**config.mk**
```make
export PLATFORM = sky130hd
export DESIGN_NAME = slice_event_stamper
export DESIGN_NICKNAME = d
export VERILOG_FILES = /design/src/rtl/ses_pkg.sv /design/src/rtl/ses_ts_counter.sv /design/src/rtl/ses_slice_tracker.sv /design/src/rtl/ses_low_first_arb.sv /design/src/rtl/slice_event_stamper.sv
export SDC_FILE = /design/constraint.sdc
export NUM_CORES = 1
export LEC_CHECK = 0
export BUFFER_PORTS_ARGS = -buffer_cell sky130_fd_sc_hd__buf_2
export CORE_MARGIN = 1.5
export CORE_UTILIZATION = 36
export CTS_BUF_LIST = sky130_fd_sc_hd__clkbuf_4 sky130_fd_sc_hd__clkbuf_8
export DETAILED_ROUTE_END_ITERATION = 8
export GPL_TIMING_DRIVEN = 0
export PLACE_DENSITY_LB_ADDON = 0.08
export RECOVER_POWER = 25
export SLEW_MARGIN = 20
export SYNTH_ARGS = -nofsm -noshare
export SYNTH_HDL_FRONTEND = slang
export SYNTH_SLANG_ARGS = --single-unit
```
**constraint.sdc**
```tcl
create_clock -name clk_i -period 5 [get_ports clk_i]
set_clock_uncertainty 0.05 [all_clocks]
set_input_delay 0 -clock clk_i [delete_from_list [all_inputs] [get_ports clk_i]]
set_output_delay 0 -clock clk_i [all_outputs]
set_load 0.05 [all_outputs]
```
**src/rtl/ses_pkg.sv**
```systemverilog
package ses_pkg;
  localparam int unsigned SLICE_LINES = 32;
  localparam int unsigned TS_W        = 64;
endpackage

```
**src/rtl/ses_ts_counter.sv**
```systemverilog
module ses_ts_counter
  import ses_pkg::*;
#(
  parameter int unsigned TICK_DIV = 4
) (
  input  logic            clk_i,
  input  logic            rst_ni,
  output logic [TS_W-1:0] ts_o
);
  logic tick;

  generate
    if (TICK_DIV <= 1) begin : g_nodiv
      assign tick = 1'b1;
    end else begin : g_div
      localparam int unsigned DW = $clog2(TICK_DIV);
      logic [DW-1:0] div_q;
      assign tick = (div_q == DW'(TICK_DIV - 1));
      always_ff @(posedge clk_i or negedge rst_ni) begin
        if (!rst_ni)   div_q <= '0;
        else if (tick) div_q <= '0;
        else           div_q <= div_q + DW'(1);
      end
    end
  endgenerate

  always_ff @(posedge clk_i or negedge rst_ni) begin
    if (!rst_ni)   ts_o <= '0;
    else if (tick) ts_o <= ts_o + TS_W'(1);
  end
endmodule

```
**src/rtl/ses_slice_tracker.sv**
```systemverilog
module ses_slice_tracker
  import ses_pkg::*;
(
  input  logic                   clk_i,
  input  logic                   rst_ni,
  input  logic                   en_i,
  input  logic [SLICE_LINES-1:0] lines_i,
  input  logic [SLICE_LINES-1:0] mask_i,
  input  logic [TS_W-1:0]        ts_i,
  input  logic                   pop_i,
  output logic                   pend_o,
  output logic [TS_W-1:0]        pend_ts_o,
  output logic [SLICE_LINES-1:0] pend_cur_o,
  output logic [SLICE_LINES-1:0] prev_o,
  output logic                   ovf_o
);
  logic [SLICE_LINES-1:0] cur, base;
  logic                   det;

  assign cur   = lines_i & mask_i;
  // compare against what is pending if anything, else what was last reported
  assign base  = pend_o ? pend_cur_o : prev_o;
  assign det   = en_i && (cur != base);
  assign ovf_o = pend_o && !pop_i && det;

  always_ff @(posedge clk_i or negedge rst_ni) begin
    if (!rst_ni) begin
      pend_o     <= 1'b0;
      pend_ts_o  <= '0;
      pend_cur_o <= '0;
      prev_o     <= '0;
    end else if (pend_o && pop_i) begin
      prev_o <= pend_cur_o;
      if (det) begin
        pend_ts_o  <= ts_i;
        pend_cur_o <= cur;
      end else begin
        pend_o <= 1'b0;
      end
    end else if (!pend_o && det) begin
      pend_o     <= 1'b1;
      pend_ts_o  <= ts_i;
      pend_cur_o <= cur;
    end
  end
endmodule

```
**src/rtl/ses_low_first_arb.sv**
```systemverilog
module ses_low_first_arb #(
  parameter int unsigned N  = 3,
  parameter int unsigned IW = 2
) (
  input  logic          clk_i,
  input  logic          rst_ni,
  input  logic [N-1:0]  req_i,
  input  logic          ready_i,
  output logic [IW-1:0] idx_o,
  output logic          any_o
);
  logic          lock_q;
  logic [IW-1:0] lidx_q, low_idx;

  always_comb begin
    low_idx = '0;
    for (int i = N - 1; i >= 0; i--) begin
      if (req_i[i]) low_idx = IW'(i);
    end
  end

  assign any_o = |req_i;
  // a stalled offer keeps its slice so the record stays stable
  assign idx_o = lock_q ? lidx_q : low_idx;

  always_ff @(posedge clk_i or negedge rst_ni) begin
    if (!rst_ni) begin
      lock_q <= 1'b0;
      lidx_q <= '0;
    end else begin
      lock_q <= any_o && !ready_i;
      lidx_q <= idx_o;
    end
  end
endmodule

```
**src/rtl/slice_event_stamper.sv**
```systemverilog
module slice_event_stamper
  import ses_pkg::*;
#(
  parameter int unsigned NUM_SLICES = 3,
  parameter int unsigned TICK_DIV   = 4,
  localparam int unsigned IW   = (NUM_SLICES > 1) ? $clog2(NUM_SLICES) : 1,
  localparam int unsigned BUSW = NUM_SLICES * SLICE_LINES
) (
  input  logic                   clk_i,
  input  logic                   rst_ni,
  input  logic                   cap_en_i,
  input  logic [BUSW-1:0]        lines_i,
  input  logic [BUSW-1:0]        mask_i,
  output logic                   evt_valid_o,
  input  logic                   evt_ready_i,
  output logic [TS_W-1:0]        evt_ts_o,
  output logic [IW-1:0]          evt_slice_o,
  output logic [SLICE_LINES-1:0] evt_prev_o,
  output logic [SLICE_LINES-1:0] evt_curr_o,
  output logic                   ovf_o
);
  logic [TS_W-1:0]        ts_now;
  logic [NUM_SLICES-1:0]  pend, pop, ovf_hit;
  logic [TS_W-1:0]        pend_ts  [NUM_SLICES];
  logic [SLICE_LINES-1:0] pend_cur [NUM_SLICES];
  logic [SLICE_LINES-1:0] prev     [NUM_SLICES];
  logic [IW-1:0]          sel;
  logic                   any;
  logic                   ovf_q;

  ses_ts_counter #(.TICK_DIV(TICK_DIV)) u_ts (
    .clk_i (clk_i),
    .rst_ni(rst_ni),
    .ts_o  (ts_now)
  );

  ses_low_first_arb #(.N(NUM_SLICES), .IW(IW)) u_arb (
    .clk_i  (clk_i),
    .rst_ni (rst_ni),
    .req_i  (pend),
    .ready_i(evt_ready_i),
    .idx_o  (sel),
    .any_o  (any)
  );

  generate
    for (genvar s = 0; s < NUM_SLICES; s++) begin : g_slice
      assign pop[s] = evt_ready_i && any && (sel == IW'(s));
      ses_slice_tracker u_trk (
        .clk_i     (clk_i),
        .rst_ni    (rst_ni),
        .en_i      (cap_en_i),
        .lines_i   (lines_i[s*SLICE_LINES +: SLICE_LINES]),
        .mask_i    (mask_i[s*SLICE_LINES +: SLICE_LINES]),
        .ts_i      (ts_now),
        .pop_i     (pop[s]),
        .pend_o    (pend[s]),
        .pend_ts_o (pend_ts[s]),
        .pend_cur_o(pend_cur[s]),
        .prev_o    (prev[s]),
        .ovf_o     (ovf_hit[s])
      );
    end
  endgenerate

  always_ff @(posedge clk_i or negedge rst_ni) begin
    if (!rst_ni) ovf_q <= 1'b0;
    else         ovf_q <= ovf_q | (|ovf_hit);
  end

  assign evt_valid_o = any;
  assign evt_slice_o = sel;
  assign evt_ts_o    = pend_ts[sel];
  assign evt_prev_o  = prev[sel];
  assign evt_curr_o  = pend_cur[sel];
  assign ovf_o       = ovf_q;
endmodule

```
* Word-level counts from Yosys, hierarchy flattened
Cells that the tools add are included.
** Word-level totals
- Output and inout port bits :: 132
- Input port bits :: 196
- Word-level logic and storage cells :: 120
- Bits in registers :: 457
** Operators by class
- Multiplexer cells :: 44
- $lt $le $gt $ge :: 1
- Bitwise operators :: 5
- Eq/ne operators :: 12
- $add $sub $neg :: 2
- Reduce and logical (&&, ||, !) cells :: 39
** Operator list (number)
- $mux W64 :: 11
- $mux W32 :: 16
- $bmux W32 S2 :: 2
- $bmux W64 S2 :: 1
- $and A32 B32 Y32 :: 3
- $ne A32 B32 Y1 :: 3
- $add A64 B1 Y64 const B :: 1
- $logic_and A1 B1 Y1 :: 20
- $reduce_and A2 Y1 :: 6
- $mux W2 :: 5
- $mux W1 :: 9
- $logic_not A1 Y1 :: 7
- $ne A2 B1 Y1 const B :: 3
- $ne A2 B2 Y1 const B :: 3
- $reduce_bool A2 Y1 :: 3
- $reduce_or A3 Y1 :: 2
- $eq A2 B2 Y1 const B :: 2
- $ge A3 B3 Y1 const B :: 1
- $not A2 Y3 :: 1
- $add A2 B1 Y2 const B :: 1
- $eq A2 B1 Y1 const B :: 1
- $logic_not A2 Y1 :: 1
- $or A1 B1 Y1 :: 1

* Logic depth before layout (Yosys ltp)
Gate-level depths: netlist of the first run.
- Depth in word-level cells :: 11
- Gate-level depth with buffers :: 10
- Mapped depth without buffers :: 7

* Cells and area by module
A second synthesis of the first run with hierarchy kept.
** Second synthesis, totals
- Cells, all modules :: 1977
- Area, all modules :: 23123.4 µm²
** Modules (own cells, without submodules)
- ses_slice_tracker :: times used 3, cells an instance 454, seq. area each 3228.1 µm², area an instance 5660.4 µm²
- ses_ts_counter :: times used 1, cells an instance 297, seq. area each 1651.6 µm², area an instance 3158.0 µm²
- slice_event_stamper :: times used 1, cells an instance 307, seq. area each 25.0 µm², area an instance 2852.7 µm²
- ses_low_first_arb :: times used 1, cells an instance 11, seq. area each 75.1 µm², area an instance 131.4 µm²

* Least setup slack after synthesis of the first run
OpenSTA, ideal clock, no wires.
- Path kind :: reg2out
- Start point :: register g_slice[1].u_trk.pend_o
- End point :: output evt_prev_o[22]
- Cell stages (with the launch flop) :: 8
- Path buffers :: 2
- Setup slack :: 1638 ps
- Arrival :: 3312 ps
- Data required time :: 4950 ps
- Cells stage by stage :: dfrtp_1 -> buf_4 -> nor4b_1 -> a21oi_1 -> inv_2 -> buf_1 -> mux2i_1 -> o21ai_0
** On the way
- Cells in the longest elaborated chain, start to end :: 7
** RTL lines
- start, declared :: line ses_slice_tracker.sv:11 : output logic pend_o,
- start signal, assigned :: line ses_slice_tracker.sv:28 : pend_o <= 1'b0;
- start signal, assigned :: line ses_slice_tracker.sv:38 : pend_o <= 1'b0;
- start signal, assigned :: line ses_slice_tracker.sv:41 : pend_o <= 1'b1;
- $mux W2 (2 in a row) :: line ses_low_first_arb.sv:18 : if (req_i[i]) low_idx = IW'(i);
- $mux W2 :: line ses_low_first_arb.sv:24 : assign idx_o = lock_q ? lidx_q : low_idx;
- via evt_slice_o[1] :: line slice_event_stamper.sv:17 : output logic [IW-1:0] evt_slice_o,
- $not A2 Y3 (implied by the code) :: line slice_event_stamper.sv:74 : assign evt_prev_o = prev[sel];
- $bmux W32 S2 :: line slice_event_stamper.sv:74
- $mux W32 (implied by the code) (2 in a row) :: line slice_event_stamper.sv:74
- end, declared :: line slice_event_stamper.sv:18 : output logic [SLICE_LINES-1:0] evt_prev_o,
The timed path passes the listed nets, and every way through them passes these cells. The select of a mux whose other input is x is not followed.

* Worst setup path in the final report of the first run
- Start point :: register g_slice[1].u_trk.pend_o
- End point :: output evt_prev_o[31]
** On the way
- Cells in the longest elaborated chain, start to end :: 7
** RTL lines (line)
- $mux W2 (2 in a row) :: ses_low_first_arb.sv:18
- $mux W2 :: ses_low_first_arb.sv:24
- $not A2 Y3 (implied by the code) :: slice_event_stamper.sv:74
- $bmux W32 S2 :: slice_event_stamper.sv:74
- $mux W32 (implied by the code) (2 in a row) :: slice_event_stamper.sv:74
Every way passes these cells. The select of a mux whose other input is x is not followed.

==> impl_metrics.env, run 1 <==
export IMPL_drc_errors=0
export IMPL_rrSetupSlack_ps=510
export IMPL_crit_path_end="evt_prev_o[31]"
export IMPL_switching_power_mw=4.17
export IMPL_reg2regPathDepth=11
export IMPL_synth_common_cells="dfrtp_1 (457), nand2_1 (346), mux2i_1 (288)"
export IMPL_setup_viol=0
export IMPL_yosys_area_top_type_share_pct=50.9
export IMPL_postPlaceCellArea_um2=25300
export IMPL_clkSinkCount=457
export IMPL_globalRouteMet1Util_pct=31.6
export IMPL_ctsRootBufferMaster="clkbuf_8"
export IMPL_hp_class="input pin to flip-flop"
export IMPL_wl_mm=78.0
export IMPL_relSlewSlack_pct=-134
export IMPL_ys_seq_elements=457
export IMPL_yosys_most_used_dff="dfrtp_1"
export IMPL_busiest_layer="met2"
export IMPL_outcome="finished, violations left"
export IMPL_antenna_found_initial=2
export IMPL_critPathCaptureType="output pin"
export IMPL_cp_startpoint="g_slice[1].u_trk.pend_o"
export IMPL_synth_edf_count=0
export IMPL_synth_area_leaders="dfrtp_1 (51%), mux2i_1 (13%), mux2_2 (8.5%)"
export IMPL_design_area_um2=29000
export IMPL_critPathRequiredTime_ps=4950
export IMPL_drtIter0Drc=972
export IMPL_clkPwrFrac_pct=32.3
export IMPL_cp_max_fo=10
export IMPL_seqPwrFrac_pct=40.6
export IMPL_syn_area_per_cell_um2=10.9
export IMPL_start_util_pct=36.4
export IMPL_port_buffers=327
export IMPL_vdd_drop_max_mv=0.174
export IMPL_start_kind="flip-flop"
export IMPL_leakage_nw=13.9
export IMPL_grt_use_met3_pct=4.51
export IMPL_r2r_end="g_slice[1].u_trk.pend_o"
export IMPL_nets=2879
export IMPL_fmax_ghz=0.219
export IMPL_maxCapViolations=5
export IMPL_power_density_nw_per_um2=402
export IMPL_violations="max-capacitance violations, max-slew violations"
export IMPL_timing_rr_start="g_slice[1].u_trk.pend_o"
export IMPL_rows=91
export IMPL_dr_pass1_iters=5
export IMPL_cts_tree="built"
export IMPL_area_growth_syn_to_layout_pct=29.0
export IMPL_syn_nets=2259
export IMPL_overflow=0
export IMPL_ctsHoldBuffers=201
export IMPL_cts_setup_buffers=0
export IMPL_ctsResizeCount=0
export IMPL_yosys_warnings=0
export IMPL_first_global_vias=18276
export IMPL_syn_area_um2=22500
export IMPL_num_vias=17955
export IMPL_period_share_pct=91.4
export IMPL_critPathKind="flip-flop to output pin"
export IMPL_die_h_um=253
export IMPL_place_gp_congestion=0.856
export IMPL_core_um2=61700
export IMPL_multi_input_area_um2=10100
export IMPL_rsz0062_at_grt="no"
export IMPL_arrival_ps=4520
export IMPL_p_total_mw=11.7
export IMPL_finalMaxSlewViolations=376
export IMPL_wire_per_inst_um=21.8
export IMPL_post_route_util_pct=47.0
export IMPL_place_worst_setup_slack_ps=1120
export IMPL_tightest_slew_ps=3510
export IMPL_drive_above_1_share_pct=26.0
export IMPL_synth_largest_area_cell="dfrtp_1"
export IMPL_hpwlAfterDp_mm=53.9
export IMPL_grt_pass1_wl_mm=114
export IMPL_insertion_delay_ps=690
export IMPL_hold_ws_ps=46.8
export IMPL_synthMostInstantiatedCell="dfrtp_1"
export IMPL_vias_per_cell=5.02
export IMPL_clockBufferDepth=3
export IMPL_synth_async_reset_ratio_pct=100
export IMPL_met2_usage_pct=40.6
export IMPL_swShare_pct=35.8
export IMPL_ios=328
export IMPL_p_int_mw=7.49
export IMPL_seq_area_frac_synth_pct=50.9
export IMPL_numCtsBuffers=85
export IMPL_drtAntennaViolNets=0
export IMPL_syn_inst=2061
export IMPL_period_needed_ps=4570
export IMPL_cts_reportedPaths_clkPinSlew_ps=60
export IMPL_die_area_um2=64000
export IMPL_nFillCells=5874
export IMPL_setup_ws_ps=431
export IMPL_htree_levels=3
export IMPL_hold_viol=0
export IMPL_track_usage_pct=24.2
export IMPL_p_comb_share_pct=27.1
export IMPL_grt_max_degree=90
export IMPL_synth_distinct_cells=38
export IMPL_regArea_um2=11400
export IMPL_die_w_um=253
## worst max-delay path, cell delays in order, from the launching register on
cell	delay (ps)
dfrtp_1	320
buf_4	260
or3b_1	410
a221oi_2	500
clkbuf_1	890
clkbuf_1	810
nand2_1	140
o21ai_0	180
buf_2	330
## worst min-delay path by stage
stage	startpoint	to	slack, ps	cells past startpoint
after CTS	lines_i[77]	g_slice[2].u_trk.pend_o	10	7
final	lines_i[77]	g_slice[2].u_trk.pend_o	50	7
after global routing	lines_i[25]	g_slice[0].u_trk.pend_o	60	7
after detailed placement	rst_ni	g_slice[1].u_trk.pend_ts_o[60]	20	1
after global placement	mask_i[46]	g_slice[1].u_trk.pend_cur_o[14]	250	3
after floorplan	rst_ni	g_slice[0].u_trk.pend_cur_o[0]	-350	0
## state kept, by name, summed over array words and instances, names as in the netlist
signal and flops:
g_slice.u_trk.prev_o 96, u_arb.lidx_q 2, g_slice.u_trk.pend_ts_o 192, g_slice.u_trk.pend_cur_o 96
u_ts.ts_o 64, u_ts.g_div.div_q 2, g_slice.u_trk.pend_o 3, ovf_o 1
u_arb.lock_q 1
## cell usage in the layout, fill, tap and decap left out, types with 2 or more instances in the layout
cell type,synthesis,routed
dfrtp_1,457,457
buf_2,22,348
nand2_1,346,346
mux2i_1,288,288
o21ai_0,224,224
dlygate4sd3_1,0,200
mux2_2,169,169
xnor2_1,140,140
clkbuf_8,0,104
inv_1,101,101
clkbuf_1,55,55
nand4_1,44,44
clkbuf_4,0,38
a22o_1,32,32
mux2_1,24,24
nand3_1,21,21
buf_4,20,20
nor2_1,19,19
xor2_1,19,19
buf_1,11,11
and3_1,10,10
nor4_2,8,8
a21oi_1,7,7
and4_1,7,7
buf_6,6,6
and2_1,4,4
or2_2,4,4
clkbuf_2,0,4
or3_1,3,3
a211oi_2,3,3
clkinvlp_4,0,3
diode_2,0,2
inv_2,2,2
o31a_1,2,2
or4_1,2,2
nor3_1,2,2
ha_1,2,2
## per-layer routing
layer	wire length, um	part of all wire [%]
met4	2260	2.9
met5	13	0.017
met2	37700	48
met3	4320	5.5
met1	33700	43
## area by class of cell
cell class	instances	share of cell area [%]
antenna	2	0.0173
inverter	104	1.35
tap	837	3.61
sequential	457	39.4
timing repair buffer	533	12.8
multi-input combinational	1386	34.8
clock inverter	5	0.134
buffer	114	1.98
clock buffer	142	5.92
## cells by family (layout without fill, tap and decap cells)
kind of cell / after synthesis / after routing / share of synthesized area (%)
XOR/XNOR: 159 / 159 / 6.19
AO/OA/AOI/OAI: 270 / 270 / 6.73
buffers and inverters: 218 / 898 / 4.30
flip-flops: 457 / 457 / 50.9
adder cells (fa/ha/maj): 2 / 2 / 0.111
AND/OR/NAND/NOR: 474 / 474 / 9.33
other: 0 / 2 / 0
multiplexers: 481 / 481 / 22.5
## power groups by stage
stage | sequential [mW] | combinational (mW) | clock, mW
3_5_place_dp | 4.78 | 3.02 | 0
6_report | 4.74 | 3.16 | 3.77
4_1_cts | 4.72 | 3.17 | 3.88
3_3_place_gp | 4.75 | 2.96 | 0
2_1_floorplan | 4.62 | 2.08 | 0
5_1_grt | 4.80 | 3.38 | 4.05
## per-stage QoR
stage / setup TNS [ps] / std cells
finish: 0 / 3580
global route: 0 / 3579
CTS: 0 / 3578
detailed placement: 0 / 3230
global placement: -2574300 / 3225
floorplan: 0 / 2061
Power figures use the tool's default switching activity.
==> run 2: changes to the inputs <==
--- a/config.mk
+++ b/config.mk
@@ -10,10 +10,10 @@
 export CORE_UTILIZATION = 36
 export CTS_BUF_LIST = sky130_fd_sc_hd__clkbuf_4 sky130_fd_sc_hd__clkbuf_8
 export DETAILED_ROUTE_END_ITERATION = 8
-export GPL_TIMING_DRIVEN = 0
-export PLACE_DENSITY_LB_ADDON = 0.08
+export PLACE_DENSITY_LB_ADDON = 0.3
 export RECOVER_POWER = 25
 export SLEW_MARGIN = 20
 export SYNTH_ARGS = -nofsm -noshare
 export SYNTH_HDL_FRONTEND = slang
 export SYNTH_SLANG_ARGS = --single-unit
+export TNS_END_PERCENT = 5
==> run 2 against run 1 <==
Net effect: the run still ends with max-capacitance violations, max-slew violations left; global-route usage decreased by 2.7 points; final cell count is 3.0% lower; sequential share of layout area grew 0.70 points; fmax rose by 9.2%; routed wire length shrank 11%.
==> impl_metrics.env, run 2 (synthesized netlist as in run 1, its figures left out) <==
export IMPL_outcome="finished, violations left"
export IMPL_violations="max-capacitance violations, max-slew violations"
export IMPL_swShare_pct=35.5
export IMPL_nets=2778
export IMPL_post_route_util_pct=46.2
export IMPL_drtIter0Drc=1060
export IMPL_setup_ws_ps=814
export IMPL_wire_per_inst_um=20.0
export IMPL_final_common_cell="dfrtp_1"
export IMPL_p_total_mw=11.3
export IMPL_tns_ps=0
export IMPL_arrival_ps=4140
export IMPL_track_usage_pct=21.5
export IMPL_start_kind="flip-flop"
export IMPL_numCtsBuffers=79
export IMPL_switching_power_mw=3.99
export IMPL_design_area_um2=28500
export IMPL_insertion_delay_ps=660
export IMPL_wl_mm=69.6
export IMPL_regArea_um2=11400
export IMPL_seqPwrFrac_pct=42.0
export IMPL_fin_cells=3474
export IMPL_fmax_ghz=0.239
export IMPL_ctsRootBufferMaster="clkbuf_8"
export IMPL_cp_max_fo=28
export IMPL_ios=328
export IMPL_cts_tree="built"
export IMPL_grt_pass1_wl_mm=105
export IMPL_maxCapViolations=3
export IMPL_start_util_pct=36.4
export IMPL_rsz0062_at_grt="no"
export IMPL_tightest_slew_ps=3020
export IMPL_wl_met3_mm=4.00
export IMPL_place_gp_congestion=0.848
export IMPL_rows=91
export IMPL_ctsResizeCount=0
export IMPL_placed_cells_incl_taps=3137
export IMPL_drive_above_1_share_pct=25.9
export IMPL_clkPwrFrac_pct=30.9
export IMPL_port_buffers=327
export IMPL_period_share_pct=83.7
export IMPL_htree_levels=3
export IMPL_diodes=0
export IMPL_finalMaxSlewViolations=326
export IMPL_cts_setup_buffers=0
export IMPL_num_vias=17361
export IMPL_clkSinkCount=457
export IMPL_overflow=0
export IMPL_p_comb_share_pct=27.1
export IMPL_critPathCaptureType="output pin"
export IMPL_critPathRequiredTime_ps=4950
export IMPL_final_cell_mix="dfrtp_1 (454), nand2_1 (346), buf_2 (326)"
export IMPL_postPlaceCellArea_um2=24900
export IMPL_antenna_found_initial=0
export IMPL_relSlewSlack_pct=-101
export IMPL_vias_per_cell=5.00
export IMPL_vdd_drop_max_mv=0.197
export IMPL_hold_viol=0
export IMPL_cts_reportedPaths_clkPinSlew_ps=60
export IMPL_largest_register_ffs=192
export IMPL_wl_met2_mm=33.8
export IMPL_die_area_um2=64000
export IMPL_die_w_um=253
export IMPL_largest_register="g_slice.u_trk.pend_ts_o"
export IMPL_core_um2=61700
export IMPL_drc_errors=0
export IMPL_p_int_mw=7.26
export IMPL_grt_max_degree=135
export IMPL_wl_met1_mm=29.3
export IMPL_hold_ws_ps=72.4
export IMPL_top_layer="met4"
export IMPL_power_density_nw_per_um2=395
export IMPL_setup_viol=0
export IMPL_first_global_vias=17747
export IMPL_ctsHoldBuffers=199
export IMPL_period_needed_ps=4190
export IMPL_clockBufferDepth=3
export IMPL_leakage_nw=13.6
export IMPL_nFillCells=5737
export IMPL_hpwlAfterDp_mm=45.5
export IMPL_reg_top3="g_slice.u_trk.pend_ts_o x192, g_slice.u_trk.pend_cur_o x96, g_slice.u_trk.prev_o x96"
export IMPL_hp_class="input pin to flip-flop"
export IMPL_place_worst_setup_slack_ps=1250
export IMPL_drtAntennaViolNets=0
export IMPL_dr_pass1_iters=7
export IMPL_die_h_um=253
export IMPL_critPathKind="flip-flop to output pin"
export IMPL_area_growth_syn_to_layout_pct=26.8
export IMPL_multi_input_area_um2=10100
==> run 2: worst paths after layout <==
check,start,endpoint,slack (ps),cells after the start
setup / recovery,g_slice[2].u_trk.pend_o,evt_ts_o[53],810,8
hold / removal,lines_i[70],g_slice[2].u_trk.pend_o,70,7
setup reg to reg,g_slice[2].u_trk.pend_o,g_slice[0].u_trk.pend_ts_o[31],1160,8
hold reg to reg,u_ts.g_div.div_q[0],u_ts.g_div.div_q[0],380,1
max in group asynchronous,rst_ni,g_slice[2].u_trk.pend_o,1120,4
min in group asynchronous,rst_ni,g_slice[1].u_trk.pend_ts_o[62],960,4
==> run 2: worst max-delay path, cell delays in order (launching register included) <==
cell	delay [ps]
dfrtp_2	700
nor4b_1	290
buf_4	190
a21oi_4	570
inv_6	260
buf_4	360
mux2i_1	160
o21ai_0	510
buf_2	380
==> run 2: routing by layer <==
| layer | vias to the layer above | track usage, % |
|---|---|---|
| met5 | - | 0 |
| met4 | 0 | 8.61 |
| met3 | 126 | 4.02 |
| met2 | 559 | 36.1 |
| met1 | 8599 | 27.2 |
| li1 | 8077 | - |
==> run 2: cell type report <==
class / count / area share, %
clock inverters: 13 / 0.263
inverters: 104 / 1.39
multi-input cells: 1386 / 35.6
flip-flops and latches: 457 / 40.1
repair buffers: 552 / 13.6
well taps: 837 / 3.67
clock buffers: 125 / 5.40
==> run 2: power groups by stage <==
| stage | logic, mW | clock network [mW] | registers, mW |
|---|---|---|---|
| after floorplan | 2.08 | 0 | 4.62 |
| after global placement | 2.86 | 0 | 4.74 |
| after detailed placement | 2.92 | 0 | 4.78 |
| after CTS | 3.07 | 3.59 | 4.71 |
| after global routing | 3.27 | 3.74 | 4.80 |
| final | 3.05 | 3.47 | 4.73 |
